==> src/rtl/dma_xfer_pkg.sv <==
package dma_xfer_pkg;
  typedef enum logic [1:0] {
    XS_IDLE = 2'd0,
    XS_WAIT = 2'd1,
    XS_MOVE = 2'd2
  } xfer_state_e;
endpackage

==> src/rtl/dma_chunk_len.sv <==
module dma_chunk_len #(
  parameter int unsigned BUS_BYTES = 8,
  parameter int unsigned LEFT_W    = 9,
  parameter int unsigned LEN_W     = 4
) (
  input  logic [2:0]        width_i,
  input  logic [LEFT_W-1:0] left_i,
  output logic [LEN_W-1:0]  len_o
);
  localparam int unsigned MAX_LOG = $clog2(BUS_BYTES);

  logic [LEFT_W-1:0] cap;

  always_comb begin
    if (width_i > 3'(MAX_LOG)) cap = LEFT_W'(BUS_BYTES);
    else                       cap = LEFT_W'(1) << width_i;
    len_o = (left_i < cap) ? LEN_W'(left_i) : LEN_W'(cap);
  end
endmodule

==> src/rtl/dma_addr_ctr.sv <==
module dma_addr_ctr #(
  parameter int unsigned AW    = 32,
  parameter int unsigned LEN_W = 4
) (
  input  logic             clk_i,
  input  logic             rst_ni,
  input  logic             load_i,
  input  logic [AW-1:0]    base_i,
  input  logic             inc_i,
  input  logic             step_i,
  input  logic [LEN_W-1:0] len_i,
  output logic [AW-1:0]    addr_o
);
  logic inc_q;

  always_ff @(posedge clk_i or negedge rst_ni) begin
    if (!rst_ni) begin
      addr_o <= '0;
      inc_q  <= 1'b0;
    end else if (load_i) begin
      addr_o <= base_i;
      inc_q  <= inc_i;
    end else if (step_i && inc_q) begin
      addr_o <= addr_o + AW'(len_i);
    end
  end
endmodule

==> src/rtl/dma_byte_buf.sv <==
module dma_byte_buf #(
  parameter int unsigned BUS_BYTES = 8,
  parameter int unsigned BUF_BYTES = 16,
  parameter int unsigned LEN_W     = 4,
  parameter int unsigned LVL_W     = 5
) (
  input  logic                   clk_i,
  input  logic                   rst_ni,
  input  logic                   flush_i,
  input  logic                   push_i,
  input  logic [LEN_W-1:0]       push_len_i,
  input  logic [BUS_BYTES*8-1:0] push_data_i,
  input  logic                   pop_i,
  input  logic [LEN_W-1:0]       pop_len_i,
  output logic [LVL_W-1:0]       level_o,
  output logic [BUS_BYTES*8-1:0] head_o
);
  localparam int unsigned IDX_W = $clog2(BUF_BYTES);
  localparam int unsigned BI_W  = $clog2(BUS_BYTES);

  logic [7:0]       mem_q [BUF_BYTES];
  logic [7:0]       mem_d [BUF_BYTES];
  logic [7:0]       in_b  [BUS_BYTES];
  logic [LVL_W-1:0] lvl_q, lvl_d;

  for (genvar g = 0; g < BUS_BYTES; g++) begin : g_lane
    assign in_b[g]          = push_data_i[g*8 +: 8];
    assign head_o[g*8 +: 8] = mem_q[g];
  end

  // Shift out popped bytes, append pushed bytes behind the survivors
  always_comb begin
    int popn;
    int pushn;
    int keep;
    popn  = pop_i  ? int'(pop_len_i)  : 0;
    pushn = push_i ? int'(push_len_i) : 0;
    keep  = int'(lvl_q) - popn;
    for (int i = 0; i < int'(BUF_BYTES); i++) begin
      mem_d[i] = 8'h00;
      if (i < keep) begin
        if (i + popn < int'(BUF_BYTES)) mem_d[i] = mem_q[IDX_W'(i + popn)];
      end else if (i < keep + pushn) begin
        mem_d[i] = in_b[BI_W'(i - keep)];
      end
    end
    lvl_d = LVL_W'(keep + pushn);
  end

  always_ff @(posedge clk_i or negedge rst_ni) begin
    if (!rst_ni) begin
      lvl_q <= '0;
      for (int i = 0; i < int'(BUF_BYTES); i++) mem_q[i] <= '0;
    end else if (flush_i) begin
      lvl_q <= '0;
    end else begin
      lvl_q <= lvl_d;
      for (int i = 0; i < int'(BUF_BYTES); i++) mem_q[i] <= mem_d[i];
    end
  end

  assign level_o = lvl_q;
endmodule

==> src/rtl/dma_xfer_engine.sv <==
module dma_xfer_engine
  import dma_xfer_pkg::*;
#(
  parameter int unsigned AW        = 32,
  parameter int unsigned CNT_W     = 24,
  parameter int unsigned BURST_W   = 8,
  parameter int unsigned BUS_BYTES = 8,
  parameter int unsigned BUF_BYTES = 16,
  localparam int unsigned DW       = BUS_BYTES * 8,
  localparam int unsigned LEN_W    = $clog2(BUS_BYTES) + 1
) (
  input  logic               clk_i,
  input  logic               rst_ni,
  input  logic               start_i,
  input  logic               cancel_i,
  input  logic [AW-1:0]      src_addr_i,
  input  logic [AW-1:0]      dst_addr_i,
  input  logic [CNT_W-1:0]   size_m1_i,
  input  logic [2:0]         rd_width_i,
  input  logic [2:0]         wr_width_i,
  input  logic               rd_inc_i,
  input  logic               wr_inc_i,
  input  logic [BURST_W-1:0] burst_m1_i,
  input  logic               req_en_i,
  input  logic               periph_req_i,
  output logic               rd_req_o,
  output logic [AW-1:0]      rd_addr_o,
  output logic [LEN_W-1:0]   rd_len_o,
  input  logic               rd_gnt_i,
  input  logic [DW-1:0]      rd_data_i,
  output logic               wr_req_o,
  output logic [AW-1:0]      wr_addr_o,
  output logic [LEN_W-1:0]   wr_len_o,
  output logic [DW-1:0]      wr_data_o,
  input  logic               wr_gnt_i,
  output logic               busy_o,
  output logic               done_o,
  output logic [CNT_W-1:0]   remaining_o
);
  localparam int unsigned LVL_W = $clog2(BUF_BYTES) + 1;
  localparam int unsigned BL_W  = BURST_W + 1;
  localparam int unsigned RP_W  = CNT_W + 1;

  xfer_state_e        state_q;
  logic [CNT_W-1:0]   rem_q, rem_nx;
  logic [BL_W-1:0]    brd_q, bwr_q, bwr_nx, bl, bur_p1;
  logic [RP_W-1:0]    rem_p1;
  logic [2:0]         rw_q, ww_q;
  logic [BURST_W-1:0] burst_q;
  logic               req_en_q, done_q;
  logic [LVL_W-1:0]   level;
  logic [LEN_W-1:0]   rd_n, wr_n;
  logic               start_ok, abort, room, rd_hs, wr_hs, moving;

  assign start_ok = start_i && (state_q == XS_IDLE);
  assign abort    = cancel_i && (state_q != XS_IDLE);
  assign moving   = (state_q == XS_MOVE) && !cancel_i;

  // Burst size: the smaller of the programmed burst and the bytes left
  assign rem_p1 = {1'b0, rem_q} + RP_W'(1);
  assign bur_p1 = {1'b0, burst_q} + BL_W'(1);
  assign bl     = (rem_p1 < RP_W'(bur_p1)) ? BL_W'(rem_p1) : bur_p1;

  dma_chunk_len #(.BUS_BYTES(BUS_BYTES), .LEFT_W(BL_W), .LEN_W(LEN_W)) i_rd_chunk (
    .width_i(rw_q), .left_i(brd_q), .len_o(rd_n)
  );
  dma_chunk_len #(.BUS_BYTES(BUS_BYTES), .LEFT_W(BL_W), .LEN_W(LEN_W)) i_wr_chunk (
    .width_i(ww_q), .left_i(bwr_q), .len_o(wr_n)
  );

  assign room     = ({1'b0, level} + (LVL_W+1)'(rd_n)) <= (LVL_W+1)'(BUF_BYTES);
  assign rd_req_o = moving && (brd_q != '0) && room;
  assign wr_req_o = moving && (bwr_q != '0) && (level >= LVL_W'(wr_n));
  assign rd_hs    = rd_req_o && rd_gnt_i;
  assign wr_hs    = wr_req_o && wr_gnt_i;
  assign rd_len_o = rd_n;
  assign wr_len_o = wr_n;
  assign rem_nx   = rem_q - CNT_W'(wr_n);
  assign bwr_nx   = bwr_q - BL_W'(wr_n);

  dma_addr_ctr #(.AW(AW), .LEN_W(LEN_W)) i_rd_addr (
    .clk_i, .rst_ni, .load_i(start_ok), .base_i(src_addr_i), .inc_i(rd_inc_i),
    .step_i(rd_hs), .len_i(rd_n), .addr_o(rd_addr_o)
  );
  dma_addr_ctr #(.AW(AW), .LEN_W(LEN_W)) i_wr_addr (
    .clk_i, .rst_ni, .load_i(start_ok), .base_i(dst_addr_i), .inc_i(wr_inc_i),
    .step_i(wr_hs), .len_i(wr_n), .addr_o(wr_addr_o)
  );

  dma_byte_buf #(
    .BUS_BYTES(BUS_BYTES), .BUF_BYTES(BUF_BYTES), .LEN_W(LEN_W), .LVL_W(LVL_W)
  ) i_buf (
    .clk_i, .rst_ni, .flush_i(start_ok || abort),
    .push_i(rd_hs), .push_len_i(rd_n), .push_data_i(rd_data_i),
    .pop_i(wr_hs), .pop_len_i(wr_n), .level_o(level), .head_o(wr_data_o)
  );

  always_ff @(posedge clk_i or negedge rst_ni) begin
    if (!rst_ni) begin
      state_q  <= XS_IDLE;
      rem_q    <= '1;
      brd_q    <= '0;
      bwr_q    <= '0;
      rw_q     <= '0;
      ww_q     <= '0;
      burst_q  <= '0;
      req_en_q <= 1'b0;
      done_q   <= 1'b0;
    end else begin
      done_q <= 1'b0;
      if (start_ok) begin
        state_q  <= XS_WAIT;
        rem_q    <= size_m1_i;
        rw_q     <= rd_width_i;
        ww_q     <= wr_width_i;
        burst_q  <= burst_m1_i;
        req_en_q <= req_en_i;
        brd_q    <= '0;
        bwr_q    <= '0;
      end else if (abort) begin
        state_q <= XS_IDLE;
        brd_q   <= '0;
        bwr_q   <= '0;
      end else begin
        case (state_q)
          XS_WAIT: begin
            if (!req_en_q || periph_req_i) begin
              brd_q   <= bl;
              bwr_q   <= bl;
              state_q <= XS_MOVE;
            end
          end
          XS_MOVE: begin
            if (rd_hs) brd_q <= brd_q - BL_W'(rd_n);
            if (wr_hs) begin
              rem_q <= rem_nx;
              bwr_q <= bwr_nx;
              if (rem_nx == '1) begin
                state_q <= XS_IDLE;
                done_q  <= 1'b1;
              end else if (bwr_nx == '0) begin
                state_q <= XS_WAIT;
              end
            end
          end
          default: ;
        endcase
      end
    end
  end

  assign busy_o      = (state_q != XS_IDLE);
  assign done_o      = done_q;
  assign remaining_o = rem_q;
endmodule

==> config.mk <==
export PLATFORM = sky130hd
export DESIGN_NAME = dma_xfer_engine
export DESIGN_NICKNAME = d
export VERILOG_FILES = /design/src/rtl/dma_xfer_pkg.sv /design/src/rtl/dma_chunk_len.sv /design/src/rtl/dma_addr_ctr.sv /design/src/rtl/dma_byte_buf.sv /design/src/rtl/dma_xfer_engine.sv
export SDC_FILE = /design/constraint.sdc
export NUM_CORES = 1
export LEC_CHECK = 0
export BUFFER_PORTS_ARGS = -buffer_cell sky130_fd_sc_hd__buf_2
export CAP_MARGIN = 15
export CELL_PAD_IN_SITES_DETAIL_PLACEMENT = 0
export CELL_PAD_IN_SITES_GLOBAL_PLACEMENT = 1
export CORE_ASPECT_RATIO = 0.5
export CORE_MARGIN = 4
export CORE_UTILIZATION = 45
export DETAILED_ROUTE_END_ITERATION = 8
export HOLD_SLACK_MARGIN = 0.08
export PLACE_DENSITY_LB_ADDON = 0.25
export RECOVER_POWER = 50
export SETUP_SLACK_MARGIN = 0.3
export SYNTH_ARGS = -nofsm -noshare
export SYNTH_HDL_FRONTEND = slang
export SYNTH_SLANG_ARGS = --single-unit
==> constraint.sdc <==
create_clock -name clk_i -period 13.65 [get_ports clk_i]
set_input_delay 1.365 -clock clk_i [delete_from_list [all_inputs] [get_ports clk_i]]
set_output_delay 1.365 -clock clk_i [all_outputs]
set_load 0.05 [all_outputs]
==> summary.txt, run 1 <==
Clock tree
  – Htree depth: 1
  – Root buffer cell: clkbuf_16
  – Post-CTS sizing: 0
  – TritonCTS Sinks: 259
  – CTS max path bufs: 3
  – Total CTS buffers: 29
  – Clock transition at the registers of the reported paths: 0.07 ns
  – Clk_lat worst skew: 0.61 ns
  – CTS tree: yes
  – CTS Hold Bufs: 0
  – Post-CTS Setup Inserts: 0

STA
  – RSZ-0062 raised after global routing: no
  – Clock Skew: 0.0361 ns
  – Final Max Tran Viols: 296
  – Max Clock Freq: 101 MHz
  – Final setup fails: 0
  – Max_slew headroom: -2.44
  – Minimum clock period: 9.92 ns
  – Least-Margin Pin Slew: 5.15 ns
  – Final Cycle Share: 0.727
  – Fin. Hold Viols: 0
  – Setup TNS: 0 ns

GRT
  – First-pass GRT wire length: 156 mm
  – GR met3 Demand/Resource: 0.0703
  – Initial antenna violation count: 2
  – Vias in the first global route: 24000
  – All-Layer GR Usage: 0.342
  – Gr busiest metal: met2
  – Largest net degree at the start of global routing: 91
  – GRT met2 Usage: 0.525
  – GRT Residual Overflow: 0
  – Met1 Use GR: 0.463

Drt
  – Drt first pass iters: 6
  – Routed len/inst: 27.3 um
  – Starting DRT DRC Count: 2648
  – DRC: 0
  – Via Count: 25100
  – Routed WL: 105 mm
  – Vias per cell: 6.54
  – Routed Antenna Nets: 0

Critical path
  – Crit path largest cell delay: 0.88 ns
  – Crit-path leading delay family: simple AND/OR/NAND/NOR gates
  – Crit end category: register
  – Critical path depth: 33
  – CP max FO: 31
  – CP Buf/Inv Count: 7
  – Startpoint types: register
  – FF-to-FF path depth: 33
  – Crit-path slowest cell: nor3_1
  – WP data required: 14.14 ns
  – Worst setup path class: reg2reg
  – Crit-path most repeated cell: ha_1
  – Worst EP arrival: 10.41 ns

Logic synthesis
  – EDFF count, synth: 0
  – Main synth FF type: dfrtp_1
  – Mapped Cells: 2924
  – Ys async rst share: 1.00
  – Cell variety after synth: 100
  – #FFs+latches synth: 259
  – Avg Inst Size Synth: 8.44 sq um
  – Yosys warns: 0
  – Mapped cell area: 24700 sq um
  – Seq/Total Area, Yosys: 0.264

Cells and area
  – Area growth, synth to finish: 10.2%
  – Layout cells sized above 1: 0.158
  – Nets@finish: 3365

Run status
  – Status: complete, but fails checks
  – Failing checks: capacitance limit, slew limit

Placed design
  – Port-buffer cells: 339
  – Detailed Place HPWL: 78.7 mm
  – Gp weighted congestion: 1.04

Worst hold path
  – Worst Hold Class: reg2reg
  – Hold path depth: 2

Die
  – Row cnt: 60
  – Io pins: 340
  – Core Box Area: 54000 sq um
  – Die area: 58900 sq um
  – Starting Density: 0.457
  – Die H: 174 um
  – Width of the die: 339 um

Job
  – Max-cap viol count: 4
-- worst min-delay path, stage by stage (launching register included) --
cell     delay (ns)
dfrtp_1        0.35
nand2_1        0.05
nand2_1        0.06
-- area by class of cell --
cell class | count | area, sq um
clock inverters | 12 | 80.1
multi-input cells | 2358 | 16800
repair buffers | 387 | 1870
inverters | 71 | 273
fillers | 5355 | 26800
flip-flops and latches | 259 | 6510
well taps | 713 | 892
clock buffers | 38 | 779
diodes | 2 | 5.00
-- logic make-up (layout without fill, tap and decap cells) --
family,after synthesis,in the layout,synth area share
flip-flops,259,259,0.264
buffers and inverters,313,508,0.0616
AND/OR/NAND/NOR,966,966,0.176
XOR/XNOR,106,106,0.0379
adder cells (fa/ha/maj),84,84,0.0440
AO/OA/AOI/OAI,777,777,0.214
other,1,9,0.000152
multiplexers,418,418,0.203
-- Yosys cell counts (all sizes together) (24+ instances only) --
master / instances / area share
mux2: 81 / 0.037
nand3: 64 / 0.013
buf: 115 / 0.030
xnor2: 58 / 0.021
a31oi: 33 / 0.0084
xor2: 48 / 0.017
o221ai: 66 / 0.024
ha: 78 / 0.040
inv: 70 / 0.011
dfrtp: 235 / 0.24
mux4: 58 / 0.053
clkbuf: 126 / 0.020
nand4: 29 / 0.0073
nand2: 432 / 0.066
a21oi: 171 / 0.035
dfstp: 24 / 0.026
nor3: 38 / 0.0079
a211oi: 30 / 0.0097
mux2i: 279 / 0.11
o21a: 28 / 0.0085
nor2: 228 / 0.035
a22oi: 36 / 0.011
a221oi: 40 / 0.014
and3: 47 / 0.012
o21ai: 186 / 0.038
-- metrics by stage --
stage                     utilization  hold WS (ns)  worst slack (ns)  cells  area [sq um]
after global placement          0.492         0.462              4.11   3786         26500
after global routing            0.504         0.523              2.98   3838         27200
final                           0.504         0.487              3.73   3840         27200
after floorplan                     -         0.445              3.59   2930         24700
after CTS                       0.507         0.484              3.88   3836         27400
after detailed placement        0.492         0.475              3.90   3786         26500
-- state kept, by name (all words and copies together), names as in the netlist, 2 cells and up --
| name | cells |
|---|---|
| brd_q | 9 |
| burst_q | 8 |
| bwr_q | 9 |
| i_buf.head_o | 64 |
| i_buf.level_o | 5 |
| i_buf.mem_q | 64 |
| i_rd_addr.addr_o | 32 |
| i_wr_addr.addr_o | 32 |
| remaining_o | 24 |
| rw_q | 3 |
| state_q | 2 |
| ww_q | 3 |
-- placed cells by master (no fill, tap or decap), types with 12 or more instances in the layout --
cell       instances
mux4_2            58
inv_1             63
ha_1              76
o21a_1            28
a22oi_1           36
o211ai_1          20
and3_1            46
o21ai_0          172
a21oi_1          169
nand2b_1          23
nand2_1          431
buf_4             44
nor2b_1           20
a211oi_1          26
nor2_1           227
nor3_1            36
xor2_1            48
a22o_1            12
a221oi_1          39
and2_1            12
o22a_1            13
nor4_1            19
clkbuf_16         29
dfrtp_1          235
a21o_1            22
clkbuf_1         164
nand3_1           62
o221ai_1          65
a31oi_1           33
dfstp_2           23
o21ai_1           14
xnor2_1           54
buf_2            184
nand4_1           29
mux2i_1          279
mux2_2            81
-- worst paths after layout --
| kind | start | endpoint | slack, ns |
|---|---|---|---|
| setup reg to reg | ww_q[2]$_DFFE_PN0P_ | i_buf.mem_q[27]$_DFFE_PN0P_ | 3.73 |
| hold reg to reg | req_en_q$_DFFE_PN0P_ | req_en_q$_DFFE_PN0P_ | 0.49 |
| setup / recovery | ww_q[2]$_DFFE_PN0P_ | i_buf.mem_q[27]$_DFFE_PN0P_ | 3.73 |
| min in group asynchronous | rst_ni | burst_q[6]$_DFFE_PN0P_ | 2.67 |
| hold / removal | req_en_q$_DFFE_PN0P_ | req_en_q$_DFFE_PN0P_ | 0.49 |
| max in group asynchronous | rst_ni | i_buf.mem_q[10]$_DFFE_PN0P_ | 5.15 |
-- per-layer routing --
metal  vias up  wire (um)
li1      11200          -
met1     12400      43700
met2      1242      46000
met3       283       9260
met4         4       5920
met5         -         27
Power of run 1 is not shown: default switching activity piles up to over one toggle a cycle in this logic, so the estimate is an artifact.
==> run 2: changes to the inputs <==
- clock period: 13.65 -> 10.3 ns (I/O delays scaled with it)
==> run 2 against run 1 <==
Net effect:
- the flow finishes with violations (DRC, capacitance limit, slew limit)
- sequential cell count unchanged
- final cell count increased by 0.21%
- die area unchanged
- clock skew decreased by 0.013 ns
- count of clock-buffer cells in the layout unchanged
==> summary.txt, run 2 (synthesis results as in run 1) <==
Run status
  – Status: complete, but fails checks
  – Failing checks: DRC, capacitance limit, slew limit

Critical path
  – Crit end category: register
  – WP data required: 10.79 ns (-3.35 ns)
  – Startpoint types: register
  – Crit-path slowest cell: nor3b_1
  – Worst R2R Setup Slack: 1.48 ns (-2.25 ns)
  – Worst EP arrival: 9.31 ns (-1.10 ns)
  – Crit path largest cell delay: 0.54 ns (-0.34 ns)
  – CP max FO: 21 (-32%)
  – Worst setup path class: reg2reg

STA
  – Max Clock Freq: 113 MHz (+12%)
  – Final setup fails: 0 (unchanged)
  – Max_slew headroom: -3.17 (-0.733)
  – Setup TNS: 0 ns (unchanged)
  – Clock Skew: 0.0232 ns (-0.0129 ns)
  – Final Cycle Share: 0.856 (+0.129)
  – Fin. Hold Viols: 0 (unchanged)
  – Minimum clock period: 8.82 ns (-1.10 ns)
  – Least-Margin Pin Slew: 6.25 ns (+1.10 ns)
  – Final Max Tran Viols: 306 (+3.4%)
  – Final WS setup: 1.48 ns (-2.25 ns)
  – RSZ-0062 raised after global routing: no

Cells and area
  – Most common cell after layout, fill and taps aside: nand2_1
  – Filler cells: 5275 (-1.5%)
  – Final Non-Filler Cells: 3848 (+0.21%)
  – Area growth, synth to finish: 11.1%
  – Storage cell area: 6510 sq um (unchanged)
  – Area taken by multi-input logic gates: 16800 sq um (-0.10%)
  – Most frequent cells in the layout: 431 x nand2_1, 279 x mux2i_1, 263 x buf_2
  – Nets@finish: 3372 (+0.21%)
  – Layout cells sized above 1: 0.185 (+0.0272)
  – ANT cells: 0 (-2)

Clock tree
  – Post-CTS sizing: 0 (unchanged)
  – CTS max path bufs: 3 (unchanged)
  – Total CTS buffers: 29 (unchanged)
  – Clk_lat worst skew: 0.61 ns (about the same)
  – CTS tree: yes
  – Post-CTS Setup Inserts: 0 (unchanged)
  – CTS Hold Bufs: 0 (unchanged)
  – TritonCTS Sinks: 259 (unchanged)
  – Clock transition at the registers of the reported paths: 0.07 ns (about the same)
  – Htree depth: 1 (unchanged)
  – Root buffer cell: clkbuf_16

GRT
  – Largest net degree at the start of global routing: 119 (+31%)
  – Initial antenna violation count: 3 (+1)
  – First-pass GRT wire length: 157 mm (+0.92%)
  – GRT Residual Overflow: 0 (unchanged)
  – All-Layer GR Usage: 0.345 (+0.00282)
  – Vias in the first global route: 24300 (+0.98%)

Drt
  – Vias per cell: 6.52 (-0.26%)
  – Drt first pass iters: 9 (+3)
  – Routed len/inst: 27.3 um (about the same)
  – DRC: 2 (+2)
  – Via Count: 25100 (-0.048%)
  – Routed WL: 105 mm (+0.24%)
  – Routed Antenna Nets: 0 (unchanged)
  – Starting DRT DRC Count: 2684 (+1.4%)

Die
  – Starting Density: 0.457 (unchanged)
  – Core Box Area: 54000 sq um (unchanged)
  – Die area: 58900 sq um (unchanged)
  – Row cnt: 60 (unchanged)
  – Io pins: 340 (unchanged)
  – Die H: 174 um (unchanged)
  – Width of the die: 339 um (unchanged)

Worst hold path
  – Worst Hold Class: reg2reg

Placed design
  – Cell count after placement: 3793 (+0.18%)
  – Gp weighted congestion: 1.02 (-2.4%)
  – Port-buffer cells: 339 (unchanged)
  – Detailed Place HPWL: 78.5 mm (-0.19%)
  – Setup slack after placement: 1.60 ns (-2.30 ns)

Job
  – Max-cap viol count: 5 (+1)
==> run 2: metal layers <==
layer  GRT usage  routed length [um]  up-vias  share of wire
met5           0                  27        -        0.00026
met3      0.0880               10300      263          0.098
li1            -                   -    11200              -
met2       0.527               45500     1295           0.43
met1       0.461               43500    12400           0.41
met4       0.157                5850        4          0.056
==> run 2: worst max-delay path: cells and delay by family (launching register included) <==
family          cells  cell delay [ns]
fa+ha+maj           6             1.87
xor+xnor            1             0.16
compound gates     10             2.28
flops               1             0.45
simple gates       11             2.46
buf+inv             8             1.48
==> run 2: per-stage QoR <==
step | hold slack, ns | instance area, sq um | utilization
after CTS | 0.482 | 27500 | 0.510
after global routing | 0.515 | 27400 | 0.508
final | 0.485 | 27400 | 0.508
after global placement | 0.463 | 26600 | 0.492
after detailed placement | 0.470 | 26600 | 0.492
after floorplan | 0.445 | 24700 | -
==> run 2: path summary, 6_finish.rpt <==
kind / from / depth (start not counted) / end
worst min register to register: req_en_q$_DFFE_PN0P_ / 2 / req_en_q$_DFFE_PN0P_
worst max register to register: ww_q[2]$_DFFE_PN0P_ / 36 / i_buf.head_o[5]$_DFFE_PN0P_
worst max-delay path: ww_q[2]$_DFFE_PN0P_ / 36 / i_buf.head_o[5]$_DFFE_PN0P_
max in group asynchronous: rst_ni / 2 / i_wr_addr.addr_o[14]$_DFFE_PN0P_
worst min-delay path: req_en_q$_DFFE_PN0P_ / 2 / req_en_q$_DFFE_PN0P_
min in group asynchronous: rst_ni / 1 / i_buf.mem_q[18]$_DFFE_PN0P_
==> run 2: area by class of cell <==
class / instances / area share
clock inverters: 15 / 0.00602
inverters: 71 / 0.00995
repair buffers: 394 / 0.0733
multi-input cells: 2358 / 0.612
flip-flops and latches: 259 / 0.237
well taps: 713 / 0.0325
clock buffers: 38 / 0.0288
Power of run 2 is left out for the same reason.
